<file path="src/rtl/repl_pkg.sv">
package repl_pkg;

  typedef enum logic [1:0] {
    POL_ROTATE  = 2'd0,
    POL_SHARED  = 2'd1,
    POL_RECENCY = 2'd2,
    POL_RECENT3 = 2'd3
  } policy_e;

  typedef enum logic [1:0] {
    SCH_CYCLE  = 2'd0,
    SCH_ACCESS = 2'd1,
    SCH_REPL   = 2'd2,
    SCH_HOLD   = 2'd3
  } sched_e;

endpackage

</file>
<file path="src/rtl/repl_fifo_ptrs.sv">
module repl_fifo_ptrs #(
  parameter int WAYS = 4,
  parameter int SETS = 8
) (
  input  logic                    clk,
  input  logic                    rst_n,
  input  logic                    en,
  input  logic                    repl_stb,
  input  logic [$clog2(SETS)-1:0] set_idx,
  output logic [$clog2(WAYS)-1:0] ptr_sel
);
  localparam int WB = $clog2(WAYS);

  function automatic logic [WB-1:0] wrap_inc(logic [WB-1:0] w);
    if (int'(w) == WAYS - 1) return '0;
    return w + 1'b1;
  endfunction

  logic [WB-1:0] ptr_q [SETS];

  for (genvar s = 0; s < SETS; s++) begin : g_set
    logic step;
    assign step = en && repl_stb && (int'(set_idx) == s);
    always_ff @(posedge clk or negedge rst_n) begin
      if (!rst_n)    ptr_q[s] <= '0;
      else if (step) ptr_q[s] <= wrap_inc(ptr_q[s]);
    end
  end

  assign ptr_sel = ptr_q[set_idx];
endmodule

</file>
<file path="src/rtl/repl_rand_ctr.sv">
module repl_rand_ctr
  import repl_pkg::*;
#(
  parameter int WAYS = 4
) (
  input  logic                    clk,
  input  logic                    rst_n,
  input  logic                    en,
  input  logic                    acc_stb,
  input  logic                    repl_stb,
  input  sched_e                  sched,
  output logic [$clog2(WAYS)-1:0] value,
  output logic                    adv
);
  localparam int WB = $clog2(WAYS);

  function automatic logic wants_step(sched_e sc, logic acc, logic rep);
    case (sc)
      SCH_CYCLE:  return 1'b1;
      SCH_ACCESS: return acc;
      SCH_REPL:   return rep;
      default:    return 1'b0;
    endcase
  endfunction

  function automatic logic [WB-1:0] wrap_inc(logic [WB-1:0] w);
    if (int'(w) == WAYS - 1) return '0;
    return w + 1'b1;
  endfunction

  logic [WB-1:0] cnt_q;

  assign adv = en && wants_step(sched, acc_stb, repl_stb);

  always_ff @(posedge clk or negedge rst_n) begin
    if (!rst_n)   cnt_q <= '0;
    else if (adv) cnt_q <= wrap_inc(cnt_q);
  end

  assign value = cnt_q;
endmodule

</file>
<file path="src/rtl/repl_lru_order.sv">
module repl_lru_order #(
  parameter int WAYS = 4,
  parameter int SETS = 8
) (
  input  logic                    clk,
  input  logic                    rst_n,
  input  logic                    en,
  input  logic                    acc_stb,
  input  logic [$clog2(WAYS)-1:0] acc_way,
  input  logic [$clog2(SETS)-1:0] set_idx,
  output logic [$clog2(WAYS)-1:0] oldest,
  output logic [$clog2(WAYS)-1:0] newest,
  output logic                    upd
);
  localparam int WB = $clog2(WAYS);
  typedef logic [WAYS-1:0][WB-1:0] ord_t;

  // slot 0 holds the least recent way, slot WAYS-1 the most recent
  function automatic ord_t promote(ord_t cur, logic [WB-1:0] w);
    ord_t nxt;
    logic found;
    nxt   = cur;
    found = 1'b0;
    for (int i = 0; i < WAYS - 1; i++) begin
      if (cur[i] == w) found = 1'b1;
      if (found) nxt[i] = cur[i+1];
    end
    nxt[WAYS-1] = w;
    return nxt;
  endfunction

  function automatic ord_t reset_order();
    ord_t r;
    for (int i = 0; i < WAYS; i++) r[i] = WB'(i);
    return r;
  endfunction

  ord_t ord_q [SETS];

  assign upd = en && acc_stb;

  for (genvar s = 0; s < SETS; s++) begin : g_set
    logic touch;
    assign touch = upd && (int'(set_idx) == s);
    always_ff @(posedge clk or negedge rst_n) begin
      if (!rst_n)     ord_q[s] <= reset_order();
      else if (touch) ord_q[s] <= promote(ord_q[s], acc_way);
    end
  end

  ord_t cur_ord;
  assign cur_ord = ord_q[set_idx];
  assign oldest  = cur_ord[0];
  assign newest  = cur_ord[WAYS-1];
endmodule

</file>
<file path="src/rtl/repl_way_sel.sv">
module repl_way_sel
  import repl_pkg::*;
#(
  parameter int WAYS = 4,
  parameter int SETS = 8
) (
  input  logic                    clk,
  input  logic                    rst_n,
  input  logic                    en,
  input  logic [$clog2(SETS)-1:0] set_idx,
  input  logic                    repl_stb,
  input  logic                    acc_stb,
  input  logic [$clog2(WAYS)-1:0] acc_way,
  input  logic [1:0]              policy,
  input  logic [1:0]              rnd_sched,
  output logic [$clog2(WAYS)-1:0] victim_way
);
  localparam int WB = $clog2(WAYS);

  // named internal events, observed by the bound checker
  logic [WB-1:0] fifo_vict;
  logic          fifo_adv;
  logic [WB-1:0] rnd_val;
  logic          rnd_adv;
  logic [WB-1:0] lru_vict;
  logic [WB-1:0] lru_mru;
  logic          lru_upd;

  assign fifo_adv = en && repl_stb;

  repl_fifo_ptrs #(.WAYS(WAYS), .SETS(SETS)) u_fifo (
    .clk(clk), .rst_n(rst_n), .en(en), .repl_stb(repl_stb),
    .set_idx(set_idx), .ptr_sel(fifo_vict)
  );

  repl_rand_ctr #(.WAYS(WAYS)) u_rand (
    .clk(clk), .rst_n(rst_n), .en(en), .acc_stb(acc_stb),
    .repl_stb(repl_stb), .sched(sched_e'(rnd_sched)),
    .value(rnd_val), .adv(rnd_adv)
  );

  repl_lru_order #(.WAYS(WAYS), .SETS(SETS)) u_lru (
    .clk(clk), .rst_n(rst_n), .en(en), .acc_stb(acc_stb),
    .acc_way(acc_way), .set_idx(set_idx),
    .oldest(lru_vict), .newest(lru_mru), .upd(lru_upd)
  );

  always_comb begin
    case (policy_e'(policy))
      POL_ROTATE: victim_way = fifo_vict;
      POL_SHARED: victim_way = rnd_val;
      default:    victim_way = lru_vict;
    endcase
  end
endmodule

</file>
<file path="config.mk">
export PLATFORM = sky130hd
export DESIGN_NAME = repl_way_sel
export DESIGN_NICKNAME = d
export VERILOG_FILES = /design/src/rtl/repl_pkg.sv /design/src/rtl/repl_fifo_ptrs.sv /design/src/rtl/repl_rand_ctr.sv /design/src/rtl/repl_lru_order.sv /design/src/rtl/repl_way_sel.sv
export SDC_FILE = /design/constraint.sdc
export NUM_CORES = 1
export LEC_CHECK = 0
export BUFFER_PORTS_ARGS = -buffer_cell sky130_fd_sc_hd__buf_2
export CAP_MARGIN = 30
export CORE_MARGIN = 2
export CORE_UTILIZATION = 50
export DETAILED_ROUTE_END_ITERATION = 8
export PLACE_DENSITY = 0.81
export RECOVER_POWER = 100
export SLEW_MARGIN = 20
export SYNTH_ARGS = -nofsm -noshare
export SYNTH_HDL_FRONTEND = slang
export SYNTH_SLANG_ARGS = --single-unit
</file>
<file path="constraint.sdc">
create_clock -name clk -period 1.4 [get_ports clk]
set_input_delay 0.28 -clock clk [delete_from_list [all_inputs] [get_ports clk]]
set_output_delay 0.28 -clock clk [all_outputs]
set_load 0.02 [all_outputs]
</file>
Word-level counts from Yosys, hierarchy flattened
Cells that the tools add are included.
{"block": "word_totals", "ff_bits": 82, "latchBits": 0, "ram_bits": 0, "romBits": 0, "input_bits": 14, "out_inout_bits": 2, "n_memories": 0}
{"block": "classes", "add_sub_neg": 9, "mul": 0, "n_div": 0, "magnitude_cmp": 1, "eq_ne": 43, "n_shift": 0, "mux": 92, "bitwise": 1, "n_reduce_logical": 46}
{"cell": "2-to-1 mux 1 bit", "count": 66}
{"cell": "equality test 2 bit", "count": 24}
{"cell": "AND reduction 2 bit", "count": 24}
{"cell": "2-to-1 mux 2 bit", "count": 22}
{"cell": "binary-select mux 8 bit (select 3 bit)", "count": 1}
{"cell": "equality test 2 x 1 -> 1 bit (second input constant)", "count": 11}
{"cell": "logical AND 1 bit", "count": 19}
{"cell": "adder 2 x 1 -> 2 bit (second input constant)", "count": 9}
{"cell": "equality test 3 bit (second input constant)", "count": 4}
{"cell": "binary-select mux 2 bit (select 3 bit)", "count": 1}
{"cell": "equality test 3 x 2 -> 1 bit (second input constant)", "count": 2}
{"cell": ">= comparator 4 bit (second input constant)", "count": 1}
{"cell": "logical NOT 2 bit", "count": 2}
{"cell": "inverter 3 -> 4 bit", "count": 1}
{"cell": "case mux 2 bit (2 select lines)", "count": 1}
{"cell": "equality test 3 x 1 -> 1 bit (second input constant)", "count": 1}
{"cell": "logical NOT 3 bit", "count": 1}
{"cell": "case mux 1 bit (3 select lines)", "count": 1}
{"cell": "equality test 2 bit (second input constant)", "count": 1}

Depth between registers and ports, before layout
{"block": "logic_depth", "word_depth": 8, "mapped_depth": 7, "mapped_depth_nobuf": 4}

By module
A second synthesis with hierarchy kept.
{"block": "unflattened", "hier_cells": 392, "hier_area_um2": 5062.4}
{"mod": "repl_lru_order", "instances": 1, "cells_each": 308, "area_per_inst_um2": 3936.3, "seq_area_each_um2": 1641.6}
{"mod": "repl_fifo_ptrs", "instances": 1, "cells_each": 68, "area_per_inst_um2": 948.4, "seq_area_each_um2": 400.4}
{"mod": "repl_rand_ctr", "instances": 1, "cells_each": 10, "area_per_inst_um2": 140.1, "seq_area_each_um2": 50.0}
{"mod": "repl_way_sel", "instances": 1, "cells_each": 6, "area_per_inst_um2": 37.5, "seq_area_each_um2": 0.0}

Worst setup path before layout
Ideal clock, no wire load.
{"block": "synth_timing", "path_kind": "input -> output", "startpoint": "in set_idx[1]", "endpoint": "out victim_way[0]", "arrival_ps": 1370, "required_time_ps": 1120, "setup_slack_ps": -250, "stages": 6, "path_buffers": 2, "path_cell_list": "buf_4 -> buf_2 -> mux2i_1 -> a22oi_1 -> nand3_1 -> a22oi_1"}
{"block": "synth_between", "elab_chain_cells": 5, "elab_cells_between_ends": 8}
{"item": "start, declared", "line_no": "repl_way_sel.sv:10", "source": "input logic [$clog2(SETS)-1:0] set_idx,"}
{"item": "inverter 3 -> 4 bit (implied by the code) (*)", "line_no": "repl_fifo_ptrs.sv:30, repl_lru_order.sv:52"}
{"item": "binary-select mux 8 bit (select 3 bit) or binary-select mux 2 bit (select 3 bit) (tied branches)", "line_no": "repl_lru_order.sv:52, repl_fifo_ptrs.sv:30"}
{"item": "2-to-1 mux 2 bit (on tied branches) (2 in a row)", "line_no": "repl_lru_order.sv:52, repl_fifo_ptrs.sv:30"}
{"item": "case mux 2 bit (2 select lines) (*)", "line_no": "repl_way_sel.sv:49", "source": "case (policy_e'(policy))"}
{"item": "end, declared", "line_no": "repl_way_sel.sv:16", "source": "output logic [$clog2(WAYS)-1:0] victim_way"}
Mark *: on every way between the ends. The rest lies on a longest branch, timed or not. The select of a mux whose other input is x is not followed.

Final worst setup path
{"block": "layout_timing", "startpoint": "reg u_lru.ord_q[33] (netlist bit)", "endpoint": "out victim_way[1]"}
{"block": "layout_between", "elab_chain_cells": 4}
{"item": "start, declared", "line_no": "repl_lru_order.sv:38", "source": "ord_t ord_q [SETS];"}
{"item": "start signal, assigned by index", "line_no": "repl_lru_order.sv:46", "source": "if (!rst_n) ord_q[s] <= reset_order();"}
{"item": "start signal, assigned by index", "line_no": "repl_lru_order.sv:47", "source": "else if (touch) ord_q[s] <= promote(ord_q[s], acc_way);"}
{"item": "binary-select mux 8 bit (select 3 bit)", "line_no": "repl_lru_order.sv:52", "source": "assign cur_ord = ord_q[set_idx];"}
{"item": "2-to-1 mux 2 bit (implied by the code) (2 in a row)", "line_no": "repl_lru_order.sv:52"}
{"item": "case mux 2 bit (2 select lines)", "line_no": "repl_way_sel.sv:49"}
No other way between the ends. The select of a mux whose other input is x is not followed.

==> flow_metrics.tcl <==
set metrics [dict create \
    drc 0 \
    final_common_cell "buf_4" \
    fin_cells 618 \
    grtUsageTotal_pct 21.82 \
    hold_class "in -> reg" \
    viasPerCell 5.807 \
    ios 16 \
    num_vias 3589 \
    slowest_delay_ns 0.50 \
    fp-row-count 34 \
    netlist_area_um2 4541 \
    cp-start-kind "flop" \
    layout_common_cells "buf_4 (68), dfrtp_1 (49), dfstp_2 (32)" \
    peakVddDrop_mv 0.5917 \
    dr.pass1.iters 4 \
    nFillCells 591 \
    first_iter_violations 172 \
    p_per_area_nw_per_um2 1189 \
    rsz0062_at_grt "true" \
    cts_root_buffer "clkbuf_8" \
    routedWlPerCell_um 18.09 \
    fin_crit_ns 2.053 \
    fin_util_pct 69.49 \
    worstSetupEndpointType "primary output" \
    grt_pass1_vias 3568 \
    yosys_warnings 0 \
    syn_inst 397 \
    clock-sinks 82 \
    ys_seq_area_share_pct 46.07 \
    worst_slack_ns -0.6534 \
    max_freq_mhz 487.0 \
    cts_buffer_depth 2 \
    nets 528 \
    holdWs_ns 0.2768 \
    dp_hpwl_um 7221 \
    synth_seq_cells 82 \
    grt_overflow 0 \
    fin_crit_sh_pct 146.7 \
    dieArea_um2 9860 \
    routed_wl_um 11180 \
    place.gp.congestion 0.8001 \
    worst_pin_slew_ns 0.5564 \
    required_ns 1.12 \
    syn2layout_area_growth_pct 34.11 \
    hold_viol 0 \
    setup_viol 35 \
    power_mw 7.242 \
    finClkSkew_ns 0.01288 \
    status "finished, violations left" \
    drive_above_1_share_pct 50.39 \
    clock_latency_ns 0.38 \
    cap_violations 0 \
    synth_cell_types 38 \
    cp_num_buf_inv 1 \
    core_um2 8763 \
    antenna_left 0 \
    grt_pass1_wl_um 16980 \
    grt_max_degree 33 \
    synth_fp_nets 420 \
    num_antenna_cells 0 \
    initial_core_util_pct 51.81 \
    crit_arrival_ns 1.77 \
    pre_cts_slack_ns -0.3536 \
    relSlewSlack_pct 62.90 \
    path_delay_family "multiplexers" \
    cp_slowest_cell "mux4_2" \
    postSynthAreaPerCell_um2 11.44 \
    die_w_um 99.30 \
    io_buffers 15 \
    violations "setup timing" \
    antenna_found_initial 0 \
    final_area_um2 6090 \
    dp.cells 586 \
    fp.dieH_um 99.30 \
    path_cells "mux4_2 > mux2i_1 > a22oi_2 > buf_6" \
    dpl_cell_area_um2 5599 \
    finalSetupTns_ns -6.584 \
    leakage_nw 2.715 \
    htree_levels 3 \
    path_max_fanout 2 \
    critPathKind "reg -> out" \
    slew_viol_final 0 \
    cts.clk_slew.worst_paths_ns 0.09 \
    cts_buffers 9 \
    cts_tree "done" \
]
-- cell families after synthesis --
| family | Yosys count | synth area share, % |
|---|---|---|
| compound gates | 70 | 9.589 |
| fa+ha+maj | 9 | 2.480 |
| simple gates | 85 | 9.011 |
| buf+inv | 27 | 4.023 |
| mux | 76 | 19.56 |
| flops | 82 | 46.07 |
| xor+xnor | 48 | 9.259 |
-- final timing paths --
path	startpoint	to	slack, ns	cells past startpoint
max	u_lru.ord_q[33]	victim_way[1]	-0.65	4
min	acc_way[1]	u_lru.ord_q[39]	0.28	2
max reg2reg	u_lru.ord_q[0]	u_lru.ord_q[4]	-0.44	7
min reg2reg	u_lru.ord_q[63]	u_lru.ord_q[63]	0.48	2
max in group asynchronous	rst_n	u_lru.ord_q[21]	0.10	3
min in group asynchronous	rst_n	u_lru.ord_q[56]	0.41	2
-- final cells by class --
type                       instances  area [um2]  share of cell area, %
multi-input combinational        288        2694                  44.24
sequential                        82        2093                  34.37
timing repair buffer             122       965.9                  15.86
tap                              108       135.1                  2.219
clock buffer                       9       123.9                  2.034
clock inverter                     7       70.07                  1.151
inverter                           2       7.507                 0.1233
-- repair_timing --
| item | in CTS | in global routing |
|---|---|---|
| setup endpoints to repair | 36 | 37 |
| hold endpoints to repair | 19 | 0 |
| hold buffers | 1 | 0 |
| gates resized for setup | 36 | 32 |
| pin swaps | 14 | 25 |
| setup buffers | 8 | 16 |
-- power by group --
| group | internal, mW | switching [mW] |
|---|---|---|
| Sequential | 3.03 | 0.442 |
| Combinational | 1.15 | 0.854 |
| Clock | 0.820 | 0.945 |
| Total | 5.00 | 2.24 |
-- sequential cells by signal, summed over array words and instances, names as in the netlist --
register,flops
u_lru.ord_q,64
u_fifo.ptr_q,16
u_rand.value,2
-- per-layer routing --
metal,global-route usage [%],vias up,routed length [um]
li1,-,1637,-
met1,26.68,1817,4473
met2,37.11,107,5907
met3,4.568,28,539
met4,10.01,0,261
met5,0,-,0
-- Yosys cell counts (all sizes together) --
master	number	area (um2)
mux2	62	698.2
and3	1	6.260
nor3	2	10.01
a21oi	13	65.06
and2	9	56.30
nand2	15	56.30
clkbuf	2	7.510
clkinv	1	3.750
nand2b	2	12.51
mux2i	10	100.1
a21o	2	15.01
inv	1	3.750
ha	9	112.6
nand4	8	50.05
nand3b	1	7.510
o21ai	19	95.09
nand3	11	55.05
and3b	1	8.760
a22o	8	70.07
nor2	30	115.1
or3	2	12.51
a22oi	4	30.03
dfstp	32	840.8
xnor2	32	280.3
a31oi	16	100.1
xor2	16	140.1
mux4	4	90.09
buf	23	167.7
o21a	8	60.06
dfrtp	50	1251
nor2b	3	18.77
Power figures use the tool's default switching activity.
